--- src/rtl/srb_pkg.sv ---
// Shared definitions for the speculative retirement buffer.
// Assumes: two-bit kind field on the issue port; encoding 3 is unused.
package srb_pkg;
    typedef enum logic [1:0] {
        KIND_REG    = 2'd0,
        KIND_STORE  = 2'd1,
        KIND_BRANCH = 2'd2
    } srb_kind_e;
endpackage

--- src/rtl/srb_ptrs.sv ---
// Head/tail pointers and occupancy count of the circular buffer.
// Assumes: the caller never pushes when full nor pops when empty;
// clear returns both pointers to entry 0.
module srb_ptrs #(
    parameter int DEPTH = 8,
    parameter int TAG_W = $clog2(DEPTH),
    parameter int CNT_W = $clog2(DEPTH + 1)
) (
    input  logic             clk,
    input  logic             rst_n,
    input  logic             push,
    input  logic             pop,
    input  logic             clear,
    output logic [TAG_W-1:0] head,
    output logic [TAG_W-1:0] tail,
    output logic             full,
    output logic             empty
);
    localparam logic [TAG_W-1:0] LAST = TAG_W'(DEPTH - 1);
    localparam logic [CNT_W-1:0] CAP  = CNT_W'(DEPTH);

    logic [CNT_W-1:0] count;

    // Next index with wrap at DEPTH.
    function automatic logic [TAG_W-1:0] bump(input logic [TAG_W-1:0] p);
        return (p == LAST) ? '0 : p + 1'b1;
    endfunction

    // Pointer and count update.
    always_ff @(posedge clk) begin
        if (!rst_n || clear) begin
            head  <= '0;
            tail  <= '0;
            count <= '0;
        end else begin
            if (push) tail <= bump(tail);
            if (pop)  head <= bump(head);
            case ({push, pop})
                2'b10:   count <= count + 1'b1;
                2'b01:   count <= count - 1'b1;
                default: count <= count;
            endcase
        end
    end

    // Occupancy flags.
    always_comb begin
        full  = (count == CAP);
        empty = (count == '0);
    end

    assert_no_overflow_R2: assert property (@(posedge clk) disable iff (!rst_n)
        push |-> !full);
    assert_count_bound_R2: assert property (@(posedge clk) disable iff (!rst_n)
        count <= CAP);
    assert_pop_shrinks_R6: assert property (@(posedge clk) disable iff (!rst_n)
        (pop && !push && !clear) |=> (count == $past(count) - 1'b1));
endmodule

--- src/rtl/srb_slots.sv ---
// Entry storage: kind, destination, result and flags per entry.
// Assumes: alloc_idx names a free entry; a capture is accepted only by
// an entry that is already occupied at the start of the cycle.
module srb_slots
    import srb_pkg::*;
#(
    parameter int DEPTH  = 8,
    parameter int TAG_W  = $clog2(DEPTH),
    parameter int XLEN   = 32,
    parameter int ADDR_W = 16,
    parameter int NSRC   = 2
) (
    input  logic                       clk,
    input  logic                       rst_n,
    input  logic                       clear,
    input  logic                       alloc_en,
    input  logic [TAG_W-1:0]           alloc_idx,
    input  srb_kind_e                  alloc_kind,
    input  logic [ADDR_W-1:0]          alloc_dest,
    input  logic                       cap_en,
    input  logic [TAG_W-1:0]           cap_idx,
    input  logic [XLEN-1:0]            cap_value,
    input  logic                       cap_exc,
    input  logic                       cap_misp,
    input  logic                       free_en,
    input  logic [TAG_W-1:0]           head_idx,
    output logic                       hd_valid,
    output logic                       hd_ready,
    output srb_kind_e                  hd_kind,
    output logic [ADDR_W-1:0]          hd_dest,
    output logic [XLEN-1:0]            hd_value,
    output logic                       hd_exc,
    output logic                       hd_misp,
    input  logic [NSRC-1:0][TAG_W-1:0] rd_idx,
    output logic [NSRC-1:0]            rd_ready,
    output logic [NSRC-1:0][XLEN-1:0]  rd_value
);
    logic [DEPTH-1:0]             vld;
    logic [DEPTH-1:0]             rdy;
    logic [DEPTH-1:0]             exc;
    logic [DEPTH-1:0]             misp;
    srb_kind_e                    kind [DEPTH];
    logic [DEPTH-1:0][ADDR_W-1:0] dest;
    logic [DEPTH-1:0][XLEN-1:0]   val;

    for (genvar e = 0; e < DEPTH; e++) begin : g_entry
        localparam logic [TAG_W-1:0] ME = TAG_W'(e);
        logic take_alloc, take_cap, take_free;
        assign take_alloc = alloc_en && (alloc_idx == ME);
        assign take_cap   = cap_en && (cap_idx == ME) && vld[e];
        assign take_free  = free_en && (head_idx == ME);

        // Occupancy and result state of one entry.
        always_ff @(posedge clk) begin
            if (!rst_n || clear) begin
                vld[e]  <= 1'b0;
                rdy[e]  <= 1'b0;
                exc[e]  <= 1'b0;
                misp[e] <= 1'b0;
                kind[e] <= KIND_REG;
                dest[e] <= '0;
                val[e]  <= '0;
            end else if (take_alloc) begin
                vld[e]  <= 1'b1;
                rdy[e]  <= 1'b0;
                exc[e]  <= 1'b0;
                misp[e] <= 1'b0;
                kind[e] <= alloc_kind;
                dest[e] <= alloc_dest;
            end else if (take_free) begin
                vld[e] <= 1'b0;
                rdy[e] <= 1'b0;
            end else if (take_cap) begin
                rdy[e]  <= 1'b1;
                val[e]  <= cap_value;
                exc[e]  <= cap_exc;
                misp[e] <= cap_misp;
            end
        end
    end

    // Head entry view for retirement.
    always_comb begin
        hd_valid = vld[head_idx];
        hd_ready = rdy[head_idx];
        hd_kind  = kind[head_idx];
        hd_dest  = dest[head_idx];
        hd_value = val[head_idx];
        hd_exc   = exc[head_idx];
        hd_misp  = misp[head_idx];
    end

    for (genvar s = 0; s < NSRC; s++) begin : g_read
        // Operand read of an in-flight entry.
        always_comb begin
            rd_ready[s] = vld[rd_idx[s]] && rdy[rd_idx[s]];
            rd_value[s] = val[rd_idx[s]];
        end
    end

    assert_alloc_free_slot_R3: assert property (@(posedge clk) disable iff (!rst_n)
        alloc_en |-> !vld[alloc_idx]);
    assert_ready_needs_slot_R4: assert property (@(posedge clk) disable iff (!rst_n)
        (cap_en && !vld[cap_idx] && !clear) |=> !rdy[$past(cap_idx)]);
endmodule

--- src/rtl/srb_rename.sv ---
// Register status table: youngest in-flight writer per register.
// Assumes: a set in the same cycle as a matching clear wins; clear_all
// empties the table in one cycle.
module srb_rename #(
    parameter int NREG   = 16,
    parameter int RIDX_W = $clog2(NREG),
    parameter int TAG_W  = 3,
    parameter int NSRC   = 2
) (
    input  logic                        clk,
    input  logic                        rst_n,
    input  logic                        clear_all,
    input  logic                        set_en,
    input  logic [RIDX_W-1:0]           set_reg,
    input  logic [TAG_W-1:0]            set_tag,
    input  logic                        clr_en,
    input  logic [RIDX_W-1:0]           clr_reg,
    input  logic [TAG_W-1:0]            clr_tag,
    input  logic [NSRC-1:0][RIDX_W-1:0] q_reg,
    output logic [NSRC-1:0]             q_busy,
    output logic [NSRC-1:0][TAG_W-1:0]  q_tag
);
    logic [NREG-1:0]            map_vld;
    logic [NREG-1:0][TAG_W-1:0] map_tag;

    // Mapping update: conditional release, then fresh claim.
    always_ff @(posedge clk) begin
        if (!rst_n || clear_all) begin
            map_vld <= '0;
            map_tag <= '0;
        end else begin
            if (clr_en && map_vld[clr_reg] && (map_tag[clr_reg] == clr_tag))
                map_vld[clr_reg] <= 1'b0;
            if (set_en) begin
                map_vld[set_reg] <= 1'b1;
                map_tag[set_reg] <= set_tag;
            end
        end
    end

    for (genvar s = 0; s < NSRC; s++) begin : g_query
        // Lookup of one source register.
        always_comb begin
            q_busy[s] = map_vld[q_reg[s]];
            q_tag[s]  = map_tag[q_reg[s]];
        end
    end

    assert_keep_younger_R7: assert property (@(posedge clk) disable iff (!rst_n)
        (clr_en && map_vld[clr_reg] && (map_tag[clr_reg] != clr_tag) && !clear_all)
        |=> map_vld[$past(clr_reg)]);
endmodule

--- src/rtl/spec_retire_buffer.sv ---
// Top: allocation at the tail, result capture by tag, in-order
// retirement at the head, flush on mispredict or fault.
// Assumes: one issue, one bus beat and one retirement per cycle at most;
// the issuing instruction's own lookups see the table before its claim.
module spec_retire_buffer
    import srb_pkg::*;
#(
    parameter int DEPTH  = 8,
    parameter int XLEN   = 32,
    parameter int NREG   = 16,
    parameter int ADDR_W = 16,
    parameter int NSRC   = 2,
    parameter int TAG_W  = $clog2(DEPTH),
    parameter int RIDX_W = $clog2(NREG)
) (
    input  logic                        clk,
    input  logic                        rst_n,
    input  logic                        iss_valid,
    input  logic                        iss_rs_free,
    input  logic [1:0]                  iss_kind,
    input  logic [ADDR_W-1:0]           iss_dest,
    output logic                        iss_ok,
    output logic [TAG_W-1:0]            iss_tag,
    output logic                        full,
    output logic                        empty,
    input  logic [NSRC-1:0][RIDX_W-1:0] lk_reg,
    output logic [NSRC-1:0]             lk_busy,
    output logic [NSRC-1:0][TAG_W-1:0]  lk_tag,
    output logic [NSRC-1:0]             lk_ready,
    output logic [NSRC-1:0][XLEN-1:0]   lk_value,
    input  logic                        cdb_valid,
    input  logic [TAG_W-1:0]            cdb_tag,
    input  logic [XLEN-1:0]             cdb_value,
    input  logic                        cdb_exc,
    input  logic                        cdb_misp,
    output logic                        rf_we,
    output logic [RIDX_W-1:0]           rf_idx,
    output logic [XLEN-1:0]             rf_data,
    output logic                        st_we,
    output logic [ADDR_W-1:0]           st_addr,
    output logic [XLEN-1:0]             st_data,
    output logic                        redirect
);
    logic [TAG_W-1:0]  head, tail;
    logic              hd_valid, hd_ready, hd_exc, hd_misp;
    srb_kind_e         hd_kind, in_kind;
    logic [ADDR_W-1:0] hd_dest;
    logic [XLEN-1:0]   hd_value;
    logic              retire, flush, pop;

    // Retirement decision for the head entry.
    always_comb begin
        in_kind  = srb_kind_e'(iss_kind);
        retire   = hd_valid && hd_ready;
        flush    = retire && (hd_exc || ((hd_kind == KIND_BRANCH) && hd_misp));
        pop      = retire && !flush;
        redirect = flush;
        iss_ok   = iss_valid && iss_rs_free && !full && !flush;
        iss_tag  = tail;
        rf_we    = pop && (hd_kind == KIND_REG);
        rf_idx   = hd_dest[RIDX_W-1:0];
        rf_data  = hd_value;
        st_we    = pop && (hd_kind == KIND_STORE);
        st_addr  = hd_dest;
        st_data  = hd_value;
    end

    srb_ptrs #(.DEPTH(DEPTH), .TAG_W(TAG_W)) u_ptrs (
        .clk   (clk),
        .rst_n (rst_n),
        .push  (iss_ok),
        .pop   (pop),
        .clear (flush),
        .head  (head),
        .tail  (tail),
        .full  (full),
        .empty (empty)
    );

    srb_slots #(.DEPTH(DEPTH), .TAG_W(TAG_W), .XLEN(XLEN),
                .ADDR_W(ADDR_W), .NSRC(NSRC)) u_slots (
        .clk        (clk),
        .rst_n      (rst_n),
        .clear      (flush),
        .alloc_en   (iss_ok),
        .alloc_idx  (tail),
        .alloc_kind (in_kind),
        .alloc_dest (iss_dest),
        .cap_en     (cdb_valid),
        .cap_idx    (cdb_tag),
        .cap_value  (cdb_value),
        .cap_exc    (cdb_exc),
        .cap_misp   (cdb_misp),
        .free_en    (pop),
        .head_idx   (head),
        .hd_valid   (hd_valid),
        .hd_ready   (hd_ready),
        .hd_kind    (hd_kind),
        .hd_dest    (hd_dest),
        .hd_value   (hd_value),
        .hd_exc     (hd_exc),
        .hd_misp    (hd_misp),
        .rd_idx     (lk_tag),
        .rd_ready   (lk_ready),
        .rd_value   (lk_value)
    );

    srb_rename #(.NREG(NREG), .RIDX_W(RIDX_W), .TAG_W(TAG_W),
                 .NSRC(NSRC)) u_rename (
        .clk       (clk),
        .rst_n     (rst_n),
        .clear_all (flush),
        .set_en    (iss_ok && (in_kind == KIND_REG)),
        .set_reg   (iss_dest[RIDX_W-1:0]),
        .set_tag   (tail),
        .clr_en    (rf_we),
        .clr_reg   (hd_dest[RIDX_W-1:0]),
        .clr_tag   (head),
        .q_reg     (lk_reg),
        .q_busy    (lk_busy),
        .q_tag     (lk_tag)
    );

    assert_single_write_R8: assert property (@(posedge clk) disable iff (!rst_n)
        !(rf_we && st_we));
    assert_flush_empties_R9: assert property (@(posedge clk) disable iff (!rst_n)
        redirect |=> (empty && !redirect));
    assert_no_issue_on_flush_R3: assert property (@(posedge clk) disable iff (!rst_n)
        redirect |-> !iss_ok);
    assert_issue_occupies_R2: assert property (@(posedge clk) disable iff (!rst_n)
        iss_ok |=> !empty);
    assert_quiet_when_empty_R6: assert property (@(posedge clk) disable iff (!rst_n)
        empty |-> !(rf_we || st_we || redirect));
endmodule

--- config.mk ---
export PLATFORM = sky130hd
export DESIGN_NAME = spec_retire_buffer
export DESIGN_NICKNAME = d
export VERILOG_FILES = /design/src/rtl/srb_pkg.sv /design/src/rtl/srb_ptrs.sv /design/src/rtl/srb_slots.sv /design/src/rtl/srb_rename.sv /design/src/rtl/spec_retire_buffer.sv
export SDC_FILE = /design/constraint.sdc
export NUM_CORES = 2
export LEC_CHECK = 0
export BUFFER_PORTS_ARGS = -buffer_cell sky130_fd_sc_hd__buf_2
export CORE_UTILIZATION = 65
export CTS_CLUSTER_SIZE = 25
export DETAILED_ROUTE_END_ITERATION = 10
export MAX_ROUTING_LAYER = met4
export PLACE_DENSITY_LB_ADDON = 0.15
export SYNTH_ARGS = -nofsm -noshare
export SYNTH_HDL_FRONTEND = slang
export SYNTH_SLANG_ARGS = --single-unit
--- constraint.sdc ---
create_clock -name clk -period 5.54 [get_ports clk]
set_input_delay 0.831 -clock clk [delete_from_list [all_inputs] [get_ports clk]]
set_output_delay 0.831 -clock clk [all_outputs]
set_load 0.01 [all_outputs]
==> summary.txt <==
==================================================================================================
Distinct cells, synth                                                                           63
Combined area of all synthesized cells                                                  27700 um^2
Metal1 wirelength                                                                         30500 um
Seq cells post-synth                                                                           509
Gate family responsible for the most delay along the worst path                       multiplexers
Top post-synthesis cells by area                                                      sky130_fd_sc_hd__dfxtp_1 (36%), sky130_fd_sc_hd__mux4_2 (23%), sky130_fd_sc_hd__nand2_1 (9.2%)
Fraction of final layout cells with drive strength greater than 1                            26.4%
Most used cells in the layout excluding fill and tap cells                            sky130_fd_sc_hd__nand2_1 (677), sky130_fd_sc_hd__dfxtp_1 (490), sky130_fd_sc_hd__a21oi_1 (300), sky130_fd_sc_hd__mux4_2 (277), sky130_fd_sc_hd__buf_2 (234)
Clock skew                                                                               0.0160 ns
CTS tree                                                                                       yes
Largest net degree at the start of global routing                                              143
Fill cell count                                                                               3003
Setup-failing EPs final                                                                          0
End-of-flow core utilization                                                                 72.9%
First DRT Iteration DRCs                                                                      2882
Post-route DRC                                                                                   0
Number of cells on the worst reg-to-reg path                                                    11
PostCTS Resize Cnt                                                                               0
Sw frac                                                                                      22.4%
Slowest stage delay, CP                                                                    0.96 ns
Cell-internal power                                                                        6.14 mW
Synth Net Count                                                                               2929
Portion of total power attributed to combinational logic                                      4.8%
Maxcap violations                                                                                0
Number of H-tree levels                                                                          2
Most common cell after layout, fill and taps aside                                    sky130_fd_sc_hd__nand2_1
Initial antenna violation count                                                                  4
Synthesized instance count                                                                    2845
Sequential share of power                                                                    47.0%
Height of the chip                                                                          208 um
Hold buffer count at CTS                                                                         0
Fraction of registers with async set/reset                                                      0%
Length of routed met3 wiring                                                               8480 um
Total Negative Setup Slacks                                                                   0 ns
Cells traversed along the worst timing path                                           buf_2 -> mux4_2 -> mux4_4 -> buf_4 -> mux4_2 -> mux2_2 -> buf_2
Number of hold violations in the final report                                                    0
Final Net Count                                                                               2954
Fraction of the cycle the final worst path needs                                             87.7%
Critical Path End Type                                                                  output pin
Buffers plus inverters on the worst setup path                                                   3
CP arrival                                                                                 4.03 ns
Top cell type's share of synthesized area                                                    35.6%
Per-instance average area after synthesis                                                9.73 um^2
Maximum operating frequency                                                                206 MHz
Worst supply voltage drop on vdd                                                          0.264 mV
Run status                                                                               completed
Number of detailed-routing iterations run before antenna repair                                  6
Final Critical Period                                                                      4.86 ns
Clock Path Buffers                                                                               3
Max-slew violation total from the final report                                                   0
Critical-path cell with the highest stage delay                                       sky130_fd_sc_hd__mux4_4
Unrepaired setup endpoints after global routing                                              false
Residual overflow from global routing                                                            0
First-pass GRT wire length                                                               129000 um
Capture point of the worst reg-to-reg path                                            u_slots.val[11]
Routed wirelength normalized by instance count                                             23.9 um
Vias in the first global route                                                               23200
Cell accounting for the most synthesized area                                         sky130_fd_sc_hd__dfxtp_1
CTS root buf                                                                          sky130_fd_sc_hd__clkbuf_16
Critical Path Source                                                                     lk_reg[4]
Clock transition time at the flip-flop clock pins of the worst setup and hold paths        0.06 ns
Areal power density over the cells                                                     259 nW/um^2
Worst setup path category                                                                in -> out
TritonCTS sink count                                                                           509
Initial Utilization                                                                          66.0%
Post-CTS Repair Setup Buffers                                                                    0
Ratio of routed vias to standard cells                                                        6.75
IO Pins                                                                                        235
NetSw                                                                                      1.77 mW
Warnings from Yosys                                                                              0
Die width                                                                                   208 um
Wirelength, routed                                                                        82700 um
Highest metal layer with signal wires                                                         met4
Leakage power summed over all cells                                                        12.0 nW
Overall routing resource usage                                                               39.1%
# port buffers                                                                                 234
Antenna-violating nets left                                                                      0
Flop2flop setup slack                                                                      1.08 ns
Number of buffers inserted during clock tree synthesis                                          53
WP depth                                                                                         7
Proportion of synthesized chip area in sequential cells                                      37.4%
Core footprint                                                                          41900 um^2
Worst-Skew Late Latency                                                                    0.60 ns
Classification of the worst-slack hold path                                             reg -> reg
Overall die area                                                                        43400 um^2
Number of vias in the routed layout                                                          23300
Number of placement rows                                                                        75
Growth of design area from synthesis to finish                                               10.5%
Worst slew pin tran                                                                        1.10 ns
Top FF cell, synth                                                                    sky130_fd_sc_hd__dfxtp_1
Amount of wire on met2 after detailed routing                                             40000 um
Clock network fraction of total power                                                        48.2%
Req. time, crit path                                                                       4.71 ns
Post-synth EDFFs                                                                                16
Worst rel slew slack                                                                         26.8%
Placer Congestion                                                                            0.928
Estimated wirelength of the detail-placed design                                          50600 um
Start of the worst register-to-register path                                          u_ptrs.head[1]
Worst setup path endpoint                                                             lk_value[41]
Kind of start point of the critical path                                              primary input
Crit-path max FO                                                                                27
Hold path cells                                                                                  2
==================================================================================================
## layer usage
layer,track usage (%),up-vias
met5,-,-
met3,5.62,278
met4,20.2,0
li1,-,10100
met1,49.6,11400
met2,61.4,1510
## layout make-up
cell class / count / area, um^2 / share of cell area, %
multi-input cells: 1979 / 15900 / 51.9
clock buffers: 78 / 1680 / 5.48
diodes: 5 / 12.5 / 0.0409
inverters: 41 / 159 / 0.519
repair buffers: 286 / 1610 / 5.27
well taps: 539 / 674 / 2.20
flip-flops and latches: 509 / 10400 / 33.9
clock inverters: 18 / 223 / 0.728
## worst min-delay path by stage
stage | startpoint | endpoint | slack [ns]
global route | u_slots.dest[65] | u_slots.dest[65] | 0.47
global placement | u_slots.dest[75] | u_slots.dest[75] | 0.44
CTS | u_slots.dest[65] | u_slots.dest[65] | 0.45
finish | u_slots.dest[97] | u_slots.dest[97] | 0.45
floorplan | u_slots.dest[100] | u_slots.dest[100] | 0.43
detailed placement | u_slots.dest[86] | u_slots.dest[86] | 0.45
## kinds of logic (layout without fill, tap and decap cells)
| group | after synthesis | count (layout) | share of synthesized area, % |
|---|---|---|---|
| xor gates and xnor gates | 5 | 5 | 0.158 |
| buffers and inverters | 357 | 423 | 5.53 |
| AOI/OAI and AO/OA | 400 | 400 | 8.52 |
| adders and majority gates | 16 | 16 | 0.750 |
| other | 0 | 5 | 0 |
| muxes | 524 | 524 | 32.4 |
| DFF | 509 | 509 | 37.4 |
| and+or+nand+nor | 1034 | 1034 | 15.2 |
## stage by stage
| stage | instance area, um^2 | setup WS, ns | hold WS (ns) | total power [mW] | std cells |
|---|---|---|---|---|---|
| finish | 30600 | 0.680 | 0.454 | 7.91 | 3455 |
| global route | 30600 | 0.563 | 0.471 | 8.11 | 3454 |
| CTS | 30600 | 0.664 | 0.455 | 7.93 | 3450 |
| detailed placement | 28700 | 0.671 | 0.447 | 4.17 | 3354 |
| global placement | 28700 | 0.766 | 0.438 | 4.16 | 3354 |
| floorplan | 27700 | 1.21 | 0.433 | 4.04 | 2845 |
## worst register-to-register path: stages (launching register included)
cell and delay (ns):
sky130_fd_sc_hd__dfxtp_4 0.67, sky130_fd_sc_hd__buf_4 0.65, sky130_fd_sc_hd__mux4_1 0.45, sky130_fd_sc_hd__mux2i_1 0.26
sky130_fd_sc_hd__o31ai_2 0.19, sky130_fd_sc_hd__a21boi_2 0.19, sky130_fd_sc_hd__buf_4 0.31, sky130_fd_sc_hd__nand3_4 0.65
sky130_fd_sc_hd__nand2_1 0.23, sky130_fd_sc_hd__buf_4 0.47, sky130_fd_sc_hd__nand2_1 0.13, sky130_fd_sc_hd__a21oi_1 0.18
## registers in the layout, summed over array words and instances, names as in the netlist, named ones only
name,count
u_ptrs.count,4
u_slots.rdy,8
u_rename.map_vld,16
u_slots.vld,8
u_slots.dest,128
u_slots.exc,8
u_rename.map_tag,48
u_slots.val,256
u_slots.misp,8
u_ptrs.tail,3
u_slots.kind,16
u_ptrs.head,3
## synth_stat cells, types with 4 or more instances
| cell type | number |
|---|---|
| sky130_fd_sc_hd__o21a_1 | 6 |
| sky130_fd_sc_hd__dfxtp_1 | 493 |
| sky130_fd_sc_hd__inv_1 | 37 |
| sky130_fd_sc_hd__and3_1 | 9 |
| sky130_fd_sc_hd__nor2b_1 | 7 |
| sky130_fd_sc_hd__mux4_1 | 9 |
| sky130_fd_sc_hd__buf_2 | 27 |
| sky130_fd_sc_hd__o21ai_0 | 10 |
| sky130_fd_sc_hd__mux2i_1 | 168 |
| sky130_fd_sc_hd__a22o_1 | 34 |
| sky130_fd_sc_hd__or3_1 | 6 |
| sky130_fd_sc_hd__clkbuf_1 | 206 |
| sky130_fd_sc_hd__buf_4 | 37 |
| sky130_fd_sc_hd__or2_2 | 6 |
| sky130_fd_sc_hd__mux4_2 | 279 |
| sky130_fd_sc_hd__nand3b_1 | 7 |
| sky130_fd_sc_hd__a211oi_1 | 4 |
| sky130_fd_sc_hd__nand2b_1 | 14 |
| sky130_fd_sc_hd__nor2_1 | 189 |
| sky130_fd_sc_hd__nor3b_1 | 4 |
| sky130_fd_sc_hd__nand3_1 | 78 |
| sky130_fd_sc_hd__nor3_1 | 10 |
| sky130_fd_sc_hd__a21oi_1 | 302 |
| sky130_fd_sc_hd__a221oi_1 | 5 |
| sky130_fd_sc_hd__ha_1 | 15 |
| sky130_fd_sc_hd__o221a_2 | 11 |
| sky130_fd_sc_hd__edfxtp_1 | 16 |
| sky130_fd_sc_hd__mux2_2 | 67 |
| sky130_fd_sc_hd__and2_1 | 10 |
| sky130_fd_sc_hd__buf_1 | 44 |
| sky130_fd_sc_hd__nand2_1 | 678 |
| sky130_fd_sc_hd__nand4_1 | 10 |
## power by group through the flow
stage	registers, mW	logic, mW	clock network [mW]
5_1_grt	3.72	0.402	3.99
3_3_place_gp	3.80	0.361	0
6_report	3.72	0.378	3.82
2_1_floorplan	3.79	0.250	0
4_1_cts	3.72	0.371	3.84
3_5_place_dp	3.80	0.370	0
Power figures use the tool's default switching activity.
